===== config.mk =====
export PLATFORM = sky130hd
export DESIGN_NAME = irq_fwd_ctrl
export DESIGN_NICKNAME = d
export VERILOG_FILES = /design/src/rtl/irq_fwd_pkg.sv /design/src/rtl/irq_pend_reg.sv /design/src/rtl/irq_tx_fsm.sv /design/src/rtl/irq_stat_pulse.sv /design/src/rtl/irq_fwd_ctrl.sv
export SDC_FILE = /design/constraint.sdc
export NUM_CORES = 1
export LEC_CHECK = 0
export BUFFER_PORTS_ARGS = -buffer_cell sky130_fd_sc_hd__buf_2
export CELL_PAD_IN_SITES_DETAIL_PLACEMENT = 1
export CELL_PAD_IN_SITES_GLOBAL_PLACEMENT = 1
export CORE_UTILIZATION = 43
export CTS_BUF_LIST = sky130_fd_sc_hd__clkbuf_16
export DETAILED_ROUTE_END_ITERATION = 8
export HOLD_SLACK_MARGIN = 0.12
export PLACE_DENSITY = 0.89
export SLEW_MARGIN = 10
export SYNTH_ARGS = -nofsm -noshare
export SYNTH_HDL_FRONTEND = slang
export SYNTH_HIERARCHICAL = 1
export SYNTH_SLANG_ARGS = --single-unit

===== constraint.sdc =====
create_clock -name clk -period 2.9 [get_ports clk]
set_input_delay 0.29 -clock clk [delete_from_list [all_inputs] [get_ports clk]]
set_output_delay 0.29 -clock clk [all_outputs]
set_load 0.01 [all_outputs]

===== src/rtl/irq_fwd_pkg.sv =====
// Package: shared register addresses and control bit positions for the
// interrupt forwarding controller. Assumes a 2-bit register address.
package irq_fwd_pkg;
    localparam int ADDR_W = 2;
    localparam int CTRL_W = 3;

    typedef enum logic [ADDR_W-1:0] {
        RA_CTRL = 2'd0,
        RA_PEND = 2'd1,
        RA_STAT = 2'd2
    } reg_addr_e;

    // control register bit positions
    localparam int CB_SOFT_RST = 0;
    localparam int CB_ROUTE_LOC = 1;
    localparam int CB_LINK_ON = 2;

    typedef enum logic [1:0] {
        TX_IDLE = 2'd0,
        TX_OFFER = 2'd1,
        TX_FLIGHT = 2'd2
    } tx_state_e;
endpackage


===== src/rtl/irq_pend_reg.sv =====
// Pending register: holds the interrupt requests that are not yet forwarded.
// Assumes the set and clear masks are already qualified by the caller.
// When a bit is set and cleared in the same cycle, the set wins, so no
// request is lost.
module irq_pend_reg #(
    parameter int VEC_W = 32
) (
    input  logic             clk,
    input  logic             rst_n,
    input  logic [VEC_W-1:0] set_mask,
    input  logic [VEC_W-1:0] clr_mask,
    output logic [VEC_W-1:0] pend
);
    // update pending bits: drop cleared bits, then add newly set bits
    always_ff @(posedge clk) begin
        if (!rst_n) pend <= '0;
        else        pend <= (pend & ~clr_mask) | set_mask;
    end
endmodule


===== src/rtl/irq_tx_fsm.sv =====
// Packet sequencer for remote routing. It snapshots the pending vector,
// offers it on a valid/ready handshake and, on the completion strobe,
// returns the snapshot as a clear mask. Assumes tx_done only counts after
// the transmitter has accepted the packet. A soft reset drops the packet
// and returns the sequencer to idle.
module irq_tx_fsm
    import irq_fwd_pkg::*;
#(
    parameter int VEC_W = 32
) (
    input  logic             clk,
    input  logic             rst_n,
    input  logic             soft_rst,
    input  logic             remote_en,
    input  logic [VEC_W-1:0] pend,
    input  logic             tx_ready,
    input  logic             tx_done,
    output logic             tx_valid,
    output logic [VEC_W-1:0] tx_vec,
    output logic [VEC_W-1:0] sent_clr,
    output logic             idle
);
    tx_state_e        state;
    logic [VEC_W-1:0] snap;

    // sequencer state and snapshot register
    always_ff @(posedge clk) begin
        if (!rst_n || soft_rst) begin
            state <= TX_IDLE;
            snap  <= '0;
        end else begin
            unique case (state)
                TX_IDLE: if (remote_en && (pend != '0)) begin
                    snap  <= pend;
                    state <= TX_OFFER;
                end
                TX_OFFER: if (tx_ready) state <= TX_FLIGHT;
                TX_FLIGHT: if (tx_done) begin
                    snap  <= '0;
                    state <= TX_IDLE;
                end
                default: state <= TX_IDLE;
            endcase
        end
    end

    // handshake outputs and the clear mask released on completion
    always_comb begin
        tx_valid = (state == TX_OFFER);
        tx_vec   = snap;
        idle     = (state == TX_IDLE);
        sent_clr = (state == TX_FLIGHT && tx_done) ? snap : '0;
    end
endmodule


===== src/rtl/irq_stat_pulse.sv =====
// Local status register with write-one-to-clear and the interrupt pulse.
// Assumes move_bits has already been removed from the pending register.
// The pulse is registered and lines up with the status value it reports.
module irq_stat_pulse #(
    parameter int VEC_W = 32
) (
    input  logic             clk,
    input  logic             rst_n,
    input  logic             soft_rst,
    input  logic [VEC_W-1:0] move_bits,
    input  logic             clr_wr,
    input  logic [VEC_W-1:0] clr_data,
    output logic [VEC_W-1:0] stat,
    output logic             irq_pulse
);
    logic [VEC_W-1:0] stat_nx;
    logic             rise;
    logic             rearm;

    // next status value and the two pulse causes
    always_comb begin
        stat_nx = (stat & ~(clr_wr ? clr_data : '0)) | move_bits;
        rise    = (stat == '0) && (stat_nx != '0);
        rearm   = clr_wr && (stat_nx != '0);
    end

    // status register and registered single-cycle pulse
    always_ff @(posedge clk) begin
        if (!rst_n || soft_rst) begin
            stat      <= '0;
            irq_pulse <= 1'b0;
        end else begin
            stat      <= stat_nx;
            irq_pulse <= rise || rearm;
        end
    end
endmodule


===== src/rtl/irq_fwd_ctrl.sv =====
// Top of the interrupt forwarding controller. It decodes the register port,
// qualifies the request sources and steers the pending bits either to the
// packet sequencer or into the local status register. Assumes a single-cycle
// register write strobe and a combinational read path.
module irq_fwd_ctrl
    import irq_fwd_pkg::*;
#(
    parameter int VEC_W   = 32,
    parameter int ERR_BIT = VEC_W - 1
) (
    input  logic              clk,
    input  logic              rst_n,
    input  logic              reg_wr,
    input  logic [ADDR_W-1:0] reg_addr,
    input  logic [VEC_W-1:0]  reg_wdata,
    output logic [VEC_W-1:0]  reg_rdata,
    input  logic              rx_irq_valid,
    input  logic [VEC_W-1:0]  rx_irq_vec,
    input  logic              bus_err,
    output logic              tx_valid,
    input  logic              tx_ready,
    output logic [VEC_W-1:0]  tx_vec,
    input  logic              tx_done,
    output logic              link_en,
    output logic              irq_pulse
);
    localparam logic [VEC_W-1:0] ERR_MASK = VEC_W'(1) << ERR_BIT;

    logic [CTRL_W-1:0] ctrl_q;
    logic [VEC_W-1:0]  pend_q;
    logic [VEC_W-1:0]  stat_q;
    logic [VEC_W-1:0]  set_mask;
    logic [VEC_W-1:0]  clr_mask;
    logic [VEC_W-1:0]  sent_clr;
    logic [VEC_W-1:0]  move_bits;
    logic              soft_rst;
    logic              route_local;
    logic              tx_idle;
    logic              wr_ctrl;
    logic              wr_pend;
    logic              wr_stat;

    // register write decode
    always_comb begin
        wr_ctrl = reg_wr && (reg_addr == RA_CTRL);
        wr_pend = reg_wr && (reg_addr == RA_PEND);
        wr_stat = reg_wr && (reg_addr == RA_STAT);
    end

    // control register, replaced as a whole on write
    always_ff @(posedge clk) begin
        if (!rst_n)       ctrl_q <= '0;
        else if (wr_ctrl) ctrl_q <= reg_wdata[CTRL_W-1:0];
    end

    // control fields and the link enable
    always_comb begin
        soft_rst    = ctrl_q[CB_SOFT_RST];
        route_local = ctrl_q[CB_ROUTE_LOC];
        link_en     = ctrl_q[CB_LINK_ON] && !soft_rst;
    end

    // pending sources; link-side events are dropped during soft reset
    always_comb begin
        set_mask = wr_pend ? reg_wdata : '0;
        if (!soft_rst && rx_irq_valid) set_mask = set_mask | rx_irq_vec;
        if (!soft_rst && bus_err)      set_mask = set_mask | ERR_MASK;
    end

    // local move when the sequencer is idle, plus clear on completion
    always_comb begin
        move_bits = (route_local && !soft_rst && tx_idle) ? pend_q : '0;
        clr_mask  = sent_clr | move_bits;
    end

    irq_pend_reg #(.VEC_W(VEC_W)) u_pend (
        .clk      (clk),
        .rst_n    (rst_n),
        .set_mask (set_mask),
        .clr_mask (clr_mask),
        .pend     (pend_q)
    );

    irq_tx_fsm #(.VEC_W(VEC_W)) u_tx (
        .clk       (clk),
        .rst_n     (rst_n),
        .soft_rst  (soft_rst),
        .remote_en (!route_local),
        .pend      (pend_q),
        .tx_ready  (tx_ready),
        .tx_done   (tx_done),
        .tx_valid  (tx_valid),
        .tx_vec    (tx_vec),
        .sent_clr  (sent_clr),
        .idle      (tx_idle)
    );

    irq_stat_pulse #(.VEC_W(VEC_W)) u_stat (
        .clk       (clk),
        .rst_n     (rst_n),
        .soft_rst  (soft_rst),
        .move_bits (move_bits),
        .clr_wr    (wr_stat),
        .clr_data  (reg_wdata),
        .stat      (stat_q),
        .irq_pulse (irq_pulse)
    );

    // register read mux
    always_comb begin
        unique case (reg_addr)
            RA_CTRL: reg_rdata = VEC_W'(ctrl_q);
            RA_PEND: reg_rdata = pend_q;
            RA_STAT: reg_rdata = stat_q;
            default: reg_rdata = '0;
        endcase
    end
endmodule


## Word level (Yosys, flattened, before mapping)

Index checks and enable logic that the tools add are counted.

| storage, ports and cells | value |
|---|---|
| flip-flop bits (word level) | 102 |
| output and inout port bits | 67 |

| operators by class | value |
|---|---|
| multiplexer cells | 14 |
| reduce and logical (&&, ||, !) cells | 25 |
| equality and inequality tests | 7 |
| bitwise logic cells | 8 |

Operators with widths:

| kind | count |
|---|---|
| two-way mux 32 bit | 8 |
| OR 32 bit | 4 |
| one-hot mux 32 bit (3 select lines) | 1 |
| AND 32 bit | 2 |
| inverter 32 bit | 2 |
| one-hot mux 32 bit (2 select lines) | 1 |
| nonzero test 32 bit | 2 |
| logical NOT 32 bit | 1 |
| logical AND 1 bit | 12 |
| two-way mux 2 bit | 3 |
| one-hot mux 2 bit (3 select lines) | 1 |
| AND reduction 3 bit | 2 |
| == test 2 x 1 -> 1 bit (second input constant) | 2 |
| == test 2 bit (second input constant) | 2 |
| logical NOT 2 bit | 2 |
| inequality test 2 x 1 -> 1 bit (second input constant) | 2 |
| logical NOT 1 bit | 3 |
| logical OR 1 bit | 2 |
| inequality test 2 bit (second input constant) | 1 |
| nonzero test 2 bit | 1 |

## Depth between registers and ports, before layout

| logic depth | value |
|---|---|
| depth after elaboration | 9 |
| mapped depth | 11 |

## By module

The synthesis kept the hierarchy.

Modules (own cells, without submodules):

| module | cells each | times used | area an instance (sq um) |
|---|---|---|---|
| irq_tx_fsm | 197 | 1 | 1,685.4 |
| irq_fwd_ctrl | 175 | 1 | 1,352.5 |
| irq_stat_pulse | 161 | 1 | 1,320.0 |
| irq_pend_reg | 99 | 1 | 1,114.8 |

## Worst setup path before layout

No wires, ideal clock.

| path | value |
|---|---|
| path type | input to register |
| start point | input reg_addr[1] |
| end point | register u_stat.irq_pulse |
| stages on the path | 11 |
| setup time | 131 ps |
| arrival | 1,764 ps |
| path buffers | 4 |
| slack | 1,004 ps |
| cell sequence | buf_6 > nor2b_1 > buf_2 > and2_1 > buf_6 > buf_8 > nand2_1 > a21oi_2 > nand4_1 > nor4_1 > a211oi_1 |

| on the way | value |
|---|---|
| longest elaborated chain between the ends | 9 |
| elaborated cells between the ends (all ways) | 10 |
| classes of those cells | eq/ne (1); mux (1); bitwise (3); reduce/logical (5) |

RTL lines:

| what | line | source |
|---|---|---|
| from (decl) | irq_fwd_ctrl.sv:14 | `input logic [ADDR_W-1:0] reg_addr,` |
| == test 2 bit (*) | irq_fwd_ctrl.sv:47 | `wr_stat = reg_wr && (reg_addr == RA_STAT);` |
| logical AND 1 bit (*) | irq_fwd_ctrl.sv:47 |  |
| net wr_stat | irq_fwd_ctrl.sv:41 | `logic wr_stat;` |
| two-way mux 32 bit | irq_stat_pulse.sv:22 | `stat_nx = (stat & ~(clr_wr ? clr_data : '0)) \| move_bits;` |
| inverter 32 bit | irq_stat_pulse.sv:22 |  |
| AND 32 bit | irq_stat_pulse.sv:22 |  |
| OR 32 bit | irq_stat_pulse.sv:22 |  |
| nonzero test 32 bit | irq_stat_pulse.sv:23, irq_stat_pulse.sv:24 |  |
| logical AND 1 bit, on equally long branches | irq_stat_pulse.sv:23, irq_stat_pulse.sv:24 |  |
| logical OR 1 bit (*) | irq_stat_pulse.sv:34 | `irq_pulse <= rise \|\| rearm;` |
| to (signal assigned) | irq_stat_pulse.sv:34 |  |
| to (decl) | irq_stat_pulse.sv:14 | `output logic irq_pulse` |

The timed path passes the listed nets; every way through them passes the cells marked *.
A chain may end at the register's enable or synchronous reset.

## Worst setup path in the final report

| path | value |
|---|---|
| start point | register ctrl_q[0] |
| end point | register u_stat.irq_pulse |

| on the way | value |
|---|---|
| longest elaborated chain between the ends | 8 |
| elaborated cells between the ends (all ways) | 10 |
| classes of those cells | mux (1); bitwise (1); reduce/logical (8) |

RTL lines:

| what | line | source |
|---|---|---|
| from (decl) | irq_fwd_ctrl.sv:29 | `logic [CTRL_W-1:0] ctrl_q;` |
| from (signal assigned) | irq_fwd_ctrl.sv:53 | `else if (wr_ctrl) ctrl_q <= reg_wdata[CTRL_W-1:0];` |
| logical NOT 1 bit (*) | irq_fwd_ctrl.sv:72 | `move_bits = (route_local && !soft_rst && tx_idle) ? pend_q : '0;` |
| logical AND 1 bit (*) (2 in series) | irq_fwd_ctrl.sv:72 |  |
| two-way mux 32 bit (*) | irq_fwd_ctrl.sv:72 |  |
| net move_bits[20] | irq_fwd_ctrl.sv:35 | `logic [VEC_W-1:0] move_bits;` |
| OR 32 bit (*) | irq_stat_pulse.sv:22 |  |
| nonzero test 32 bit (*) | irq_stat_pulse.sv:23, irq_stat_pulse.sv:24 |  |
| logical AND 1 bit, on equally long branches | irq_stat_pulse.sv:23, irq_stat_pulse.sv:24 |  |
| logical OR 1 bit (*) | irq_stat_pulse.sv:34 |  |

Marks and branches as above.

==> tab_implementation.tex <==
\begin{tabular}{lr}
\hline
Metric & Value \\
\hline
\multicolumn{2}{l}{\textbf{Route}} \\
Overall routed net length & between 15000 and 20000 microns \\
Post-detailed-route wirelength per cell & 19.8 microns \\
Per-cell via count in the routed design & 5.66 \\
Via count & about 5200 \\
Pre-antenna DRT Iters & 4 \\
Iter 0 DRT Violations & just over 300 \\
Remaining DRCs & 0 \\
Post-route antenna net violation count & 0 \\
\multicolumn{2}{l}{\textbf{Floorplanning}} \\
Core area & 12200 sq um \\
Overall die height & roughly 110 microns \\
Starting density of the core & 44.8\% \\
Horizontal extent of the die & 115 microns \\
Boundary Pins & 140 \\
Row Count & 40 \\
DIE AREA & approximately 13000 sq um \\
\multicolumn{2}{l}{\textbf{Setup path}} \\
Maximum net fanout on the critical path & 55 \\
Highest-delay cell along the critical path & and3b\_2 \\
CP Cell Sequence & and3b\_2 -> and2\_1 -> a21oi\_1 -> nand4\_1 -> nor4\_1 -> a211oi\_1 \\
Data arrival, critical path & $\sim$2.6 ns \\
Count of buffer and inverter cells on the critical path & 0 \\
Cell class contributing the biggest share of worst-path delay & simple AND/OR/NAND/NOR gates \\
Peak per-stage delay on the critical path & 0.55 ns \\
Data required, critical path & 3.13 ns \\
Critical path type & flop to flop \\
Kind of start point of the critical path & flop \\
Capturing element type of the critical path & flop \\
\multicolumn{2}{l}{\textbf{Clocking}} \\
Max H-tree Level & 3 \\
Buffer count from post-CTS setup fixing & 0 \\
Root Buffer & clkbuf\_16 \\
Number of clock buffers inserted by TritonCTS & 9 \\
CTS tree & done \\
Number of sinks handled by clock tree synthesis & around 100 \\
Clock latency at the later pin of the worst-skew pair & 0.35 ns \\
Clock buffer depth & 2 \\
Clock edge transition at the registers on the reported setup and hold paths & approximately 0.070 ns \\
Hold Buf Count CTS & 0 \\
Cts repair resizes & 0 \\
\multicolumn{2}{l}{\textbf{Synth}} \\
Synthesized area & 5470 sq um \\
Total nets after synthesis & 705 \\
Area contributors post-synth & dfxtp\_1 37\%, a22o\_1 9.6\%, and2\_1 7.4\%, nand2\_1 7.0\%, mux2i\_1 7.0\% \\
Per-instance average area after synthesis & 8.66 sq um \\
Library cells used by synthesis & 27 \\
Register bit count reported by yosys & 102 \\
Largest area contributor in the netlist & dfxtp\_1 \\
Fraction of the yosys area taken by sequential cells & 37.3\% \\
Most used standard cells in the synthesized netlist & 102 x dfxtp\_1, 102 x nand2\_1, 65 x and2\_1 \\
Share of flip-flops with an asynchronous set or reset after synthesis & 0\% \\
Yosys Warn Count & 6 \\
Syn Inst Count & around 630 \\
Number of flops mapped to enable cells by yosys & 0 \\
Most used flip-flop cell after synthesis & dfxtp\_1 \\
Area share of the largest cell type after synthesis & 37.3\% \\
\multicolumn{2}{l}{\textbf{Timing}} \\
Clock skew & 0.00822 ns \\
Worst Tran Pin Value & $\sim$0.9 ns \\
Final setup viols & 0 \\
Setup repair after global routing missed its margin & false \\
Final-report max-slew violation count & 0 \\
Post-Route Setup TNS & 0 ns \\
Highest achievable clock rate & 431 MHz \\
Final period utilization & between 80\% and 90\% \\
Final period demand of the worst path & 2.32 ns \\
Headroom to the max-slew limit & 40.1\% \\
Count of final hold-check violations & 0 \\
\multicolumn{2}{l}{\textbf{Global routing}} \\
Number of global-route vias before repair & around 5500 \\
Busiest layer in global routing & met2 \\
Global routing met3 resource utilization & under 10\% \\
Global-route congestion overflow total & 0 \\
Number of antenna violations at the first check in global routing & 0 \\
Wire length of the first global-routing pass & around 29000 microns \\
Global-route usage over all layers & 28.4\% \\
Met2 Usage GRT & 50.9\% \\
Met1 Track Usage GR & 35.2\% \\
Pin count of the biggest net entering global routing & 56 \\
\multicolumn{2}{l}{\textbf{Place}} \\
Half-perimeter wire length of the detailed placement result & 12800 microns \\
RePlAce Congestion & around 0.89 \\
Area of placed instances & just over 6000 sq um \\
Count of buffers inserted at the top-level ports & 139 \\
\multicolumn{2}{l}{\textbf{Layout}} \\
Number of antenna cells inserted & 0 \\
Share of final-layout standard cells stronger than drive strength 1 & 25.2\% \\
Layout-stage area growth over the synthesis result & 18.6\% \\
Number of nets in the layout & 823 \\
Fin area & 6490 sq um \\
Multi-input gate area in the final layout & $\sim$3100 sq um \\
Register Area & 2040 sq um \\
Number of fillers in the final layout & 1520 \\
\multicolumn{2}{l}{\textbf{Power and ir drop}} \\
Power density relative to cell area & 519 nW/um\^{}2 \\
LEAKAGE & 3.19 nW \\
Worst supply voltage drop on vdd & 0.000279 V \\
\multicolumn{2}{l}{\textbf{Status}} \\
Outcome & finished, final reports clean \\
\multicolumn{2}{l}{\textbf{Flow run}} \\
Number of max-capacitance violations reported & 0 \\
\multicolumn{2}{l}{\textbf{Min path}} \\
Hold/Removal Path Class & primary input to flop \\
\hline
\end{tabular}
-- where the power goes --
| group | leakage, nW | switching [mW] | internal (mW) | total [mW] |
|---|---|---|---|---|
| clock network | 0.127 | 0.556 | 0.662 | 1.22 |
| logic | 2.23 | 0.320 | 0.254 | 0.574 |
| registers | 0.834 | 0.0972 | 1.48 | 1.58 |
-- logic make-up (layout without fill, tap and decap cells) --
group / after synthesis / in the layout / share of synthesized area, %
AO/OA/AOI/OAI: 165 / 165 / 23.7
flip-flops: 102 / 102 / 37.3
buffers and inverters: 47 / 169 / 5.97
AND/OR/NAND/NOR: 280 / 280 / 26.1
multiplexers: 38 / 38 / 6.95
-- registers in the layout, indices dropped and copies added (netlist names) --
signal            cells
u_pend/pend          32
u_tx/tx_vec          32
u_tx/state            2
u_stat/stat          32
ctrl_q                3
u_stat/irq_pulse      1
-- final timing paths --
| path | start | to | slack [ns] | cells past startpoint |
|---|---|---|---|---|
| worst max-delay path | ctrl_q[0] | u_stat/irq_pulse | 0.58 | 6 |
| worst min-delay path | tx_ready | u_tx/state[1] | 0.21 | 3 |
| worst max register to register | ctrl_q[0] | u_stat/irq_pulse | 0.58 | 6 |
| worst min register to register | u_tx/tx_vec[24] | u_tx/tx_vec[24] | 0.48 | 2 |
-- placed cells by master, fill, tap and decap left out, drive strengths merged, types with 12 or more instances in the layout --
master / count
a21o: 32
and2: 65
nand2: 102
nor4: 18
a22o: 60
o21a: 32
mux2i: 38
buf: 153
a21oi: 34
nor2: 38
nand4: 12
dfxtp: 102
nor2b: 38
-- area by class of cell --
| class | instances | area share (%) |
|---|---|---|
| inverter | 1 | 0.0578 |
| clock buffer | 9 | 3.47 |
| clock inverter | 6 | 0.983 |
| tap | 168 | 3.24 |
| timing repair buffer | 153 | 12.7 |
| multi-input combinational | 483 | 48.1 |
| sequential | 102 | 31.5 |
-- worst reg2reg max path: stages, from the launching register on --
cell and delay [ns]:
dfxtp_1 0.50, and3b_2 0.55, and2_1 0.34, a21oi_1 0.24, nand4_1 0.13, nor4_1 0.32
a211oi_1 0.12
-- metrics by stage --
stage	total power [mW]	utilization (%)	setup WS (ns)	hold slack (ns)	std cells
4_1_cts	3.38	53.1	0.600	0.209	922
5_1_grt	3.50	53.1	0.438	0.216	922
6_report	3.37	53.1	0.578	0.209	922
3_3_place_gp	2.15	50.8	0.722	0.452	907
2_1_floorplan	1.95	-	1.00	0.408	632
3_5_place_dp	2.17	50.8	0.636	0.469	907
-- per-layer routing --
metal | wire length, microns | vias up
li1 | - | 2443
met1 | 8000 | 2559
met2 | 9030 | 191
met3 | 862 | 30
met4 | 328 | 0
met5 | 0 | -
Note: power is estimated with default switching activity, not from simulation.
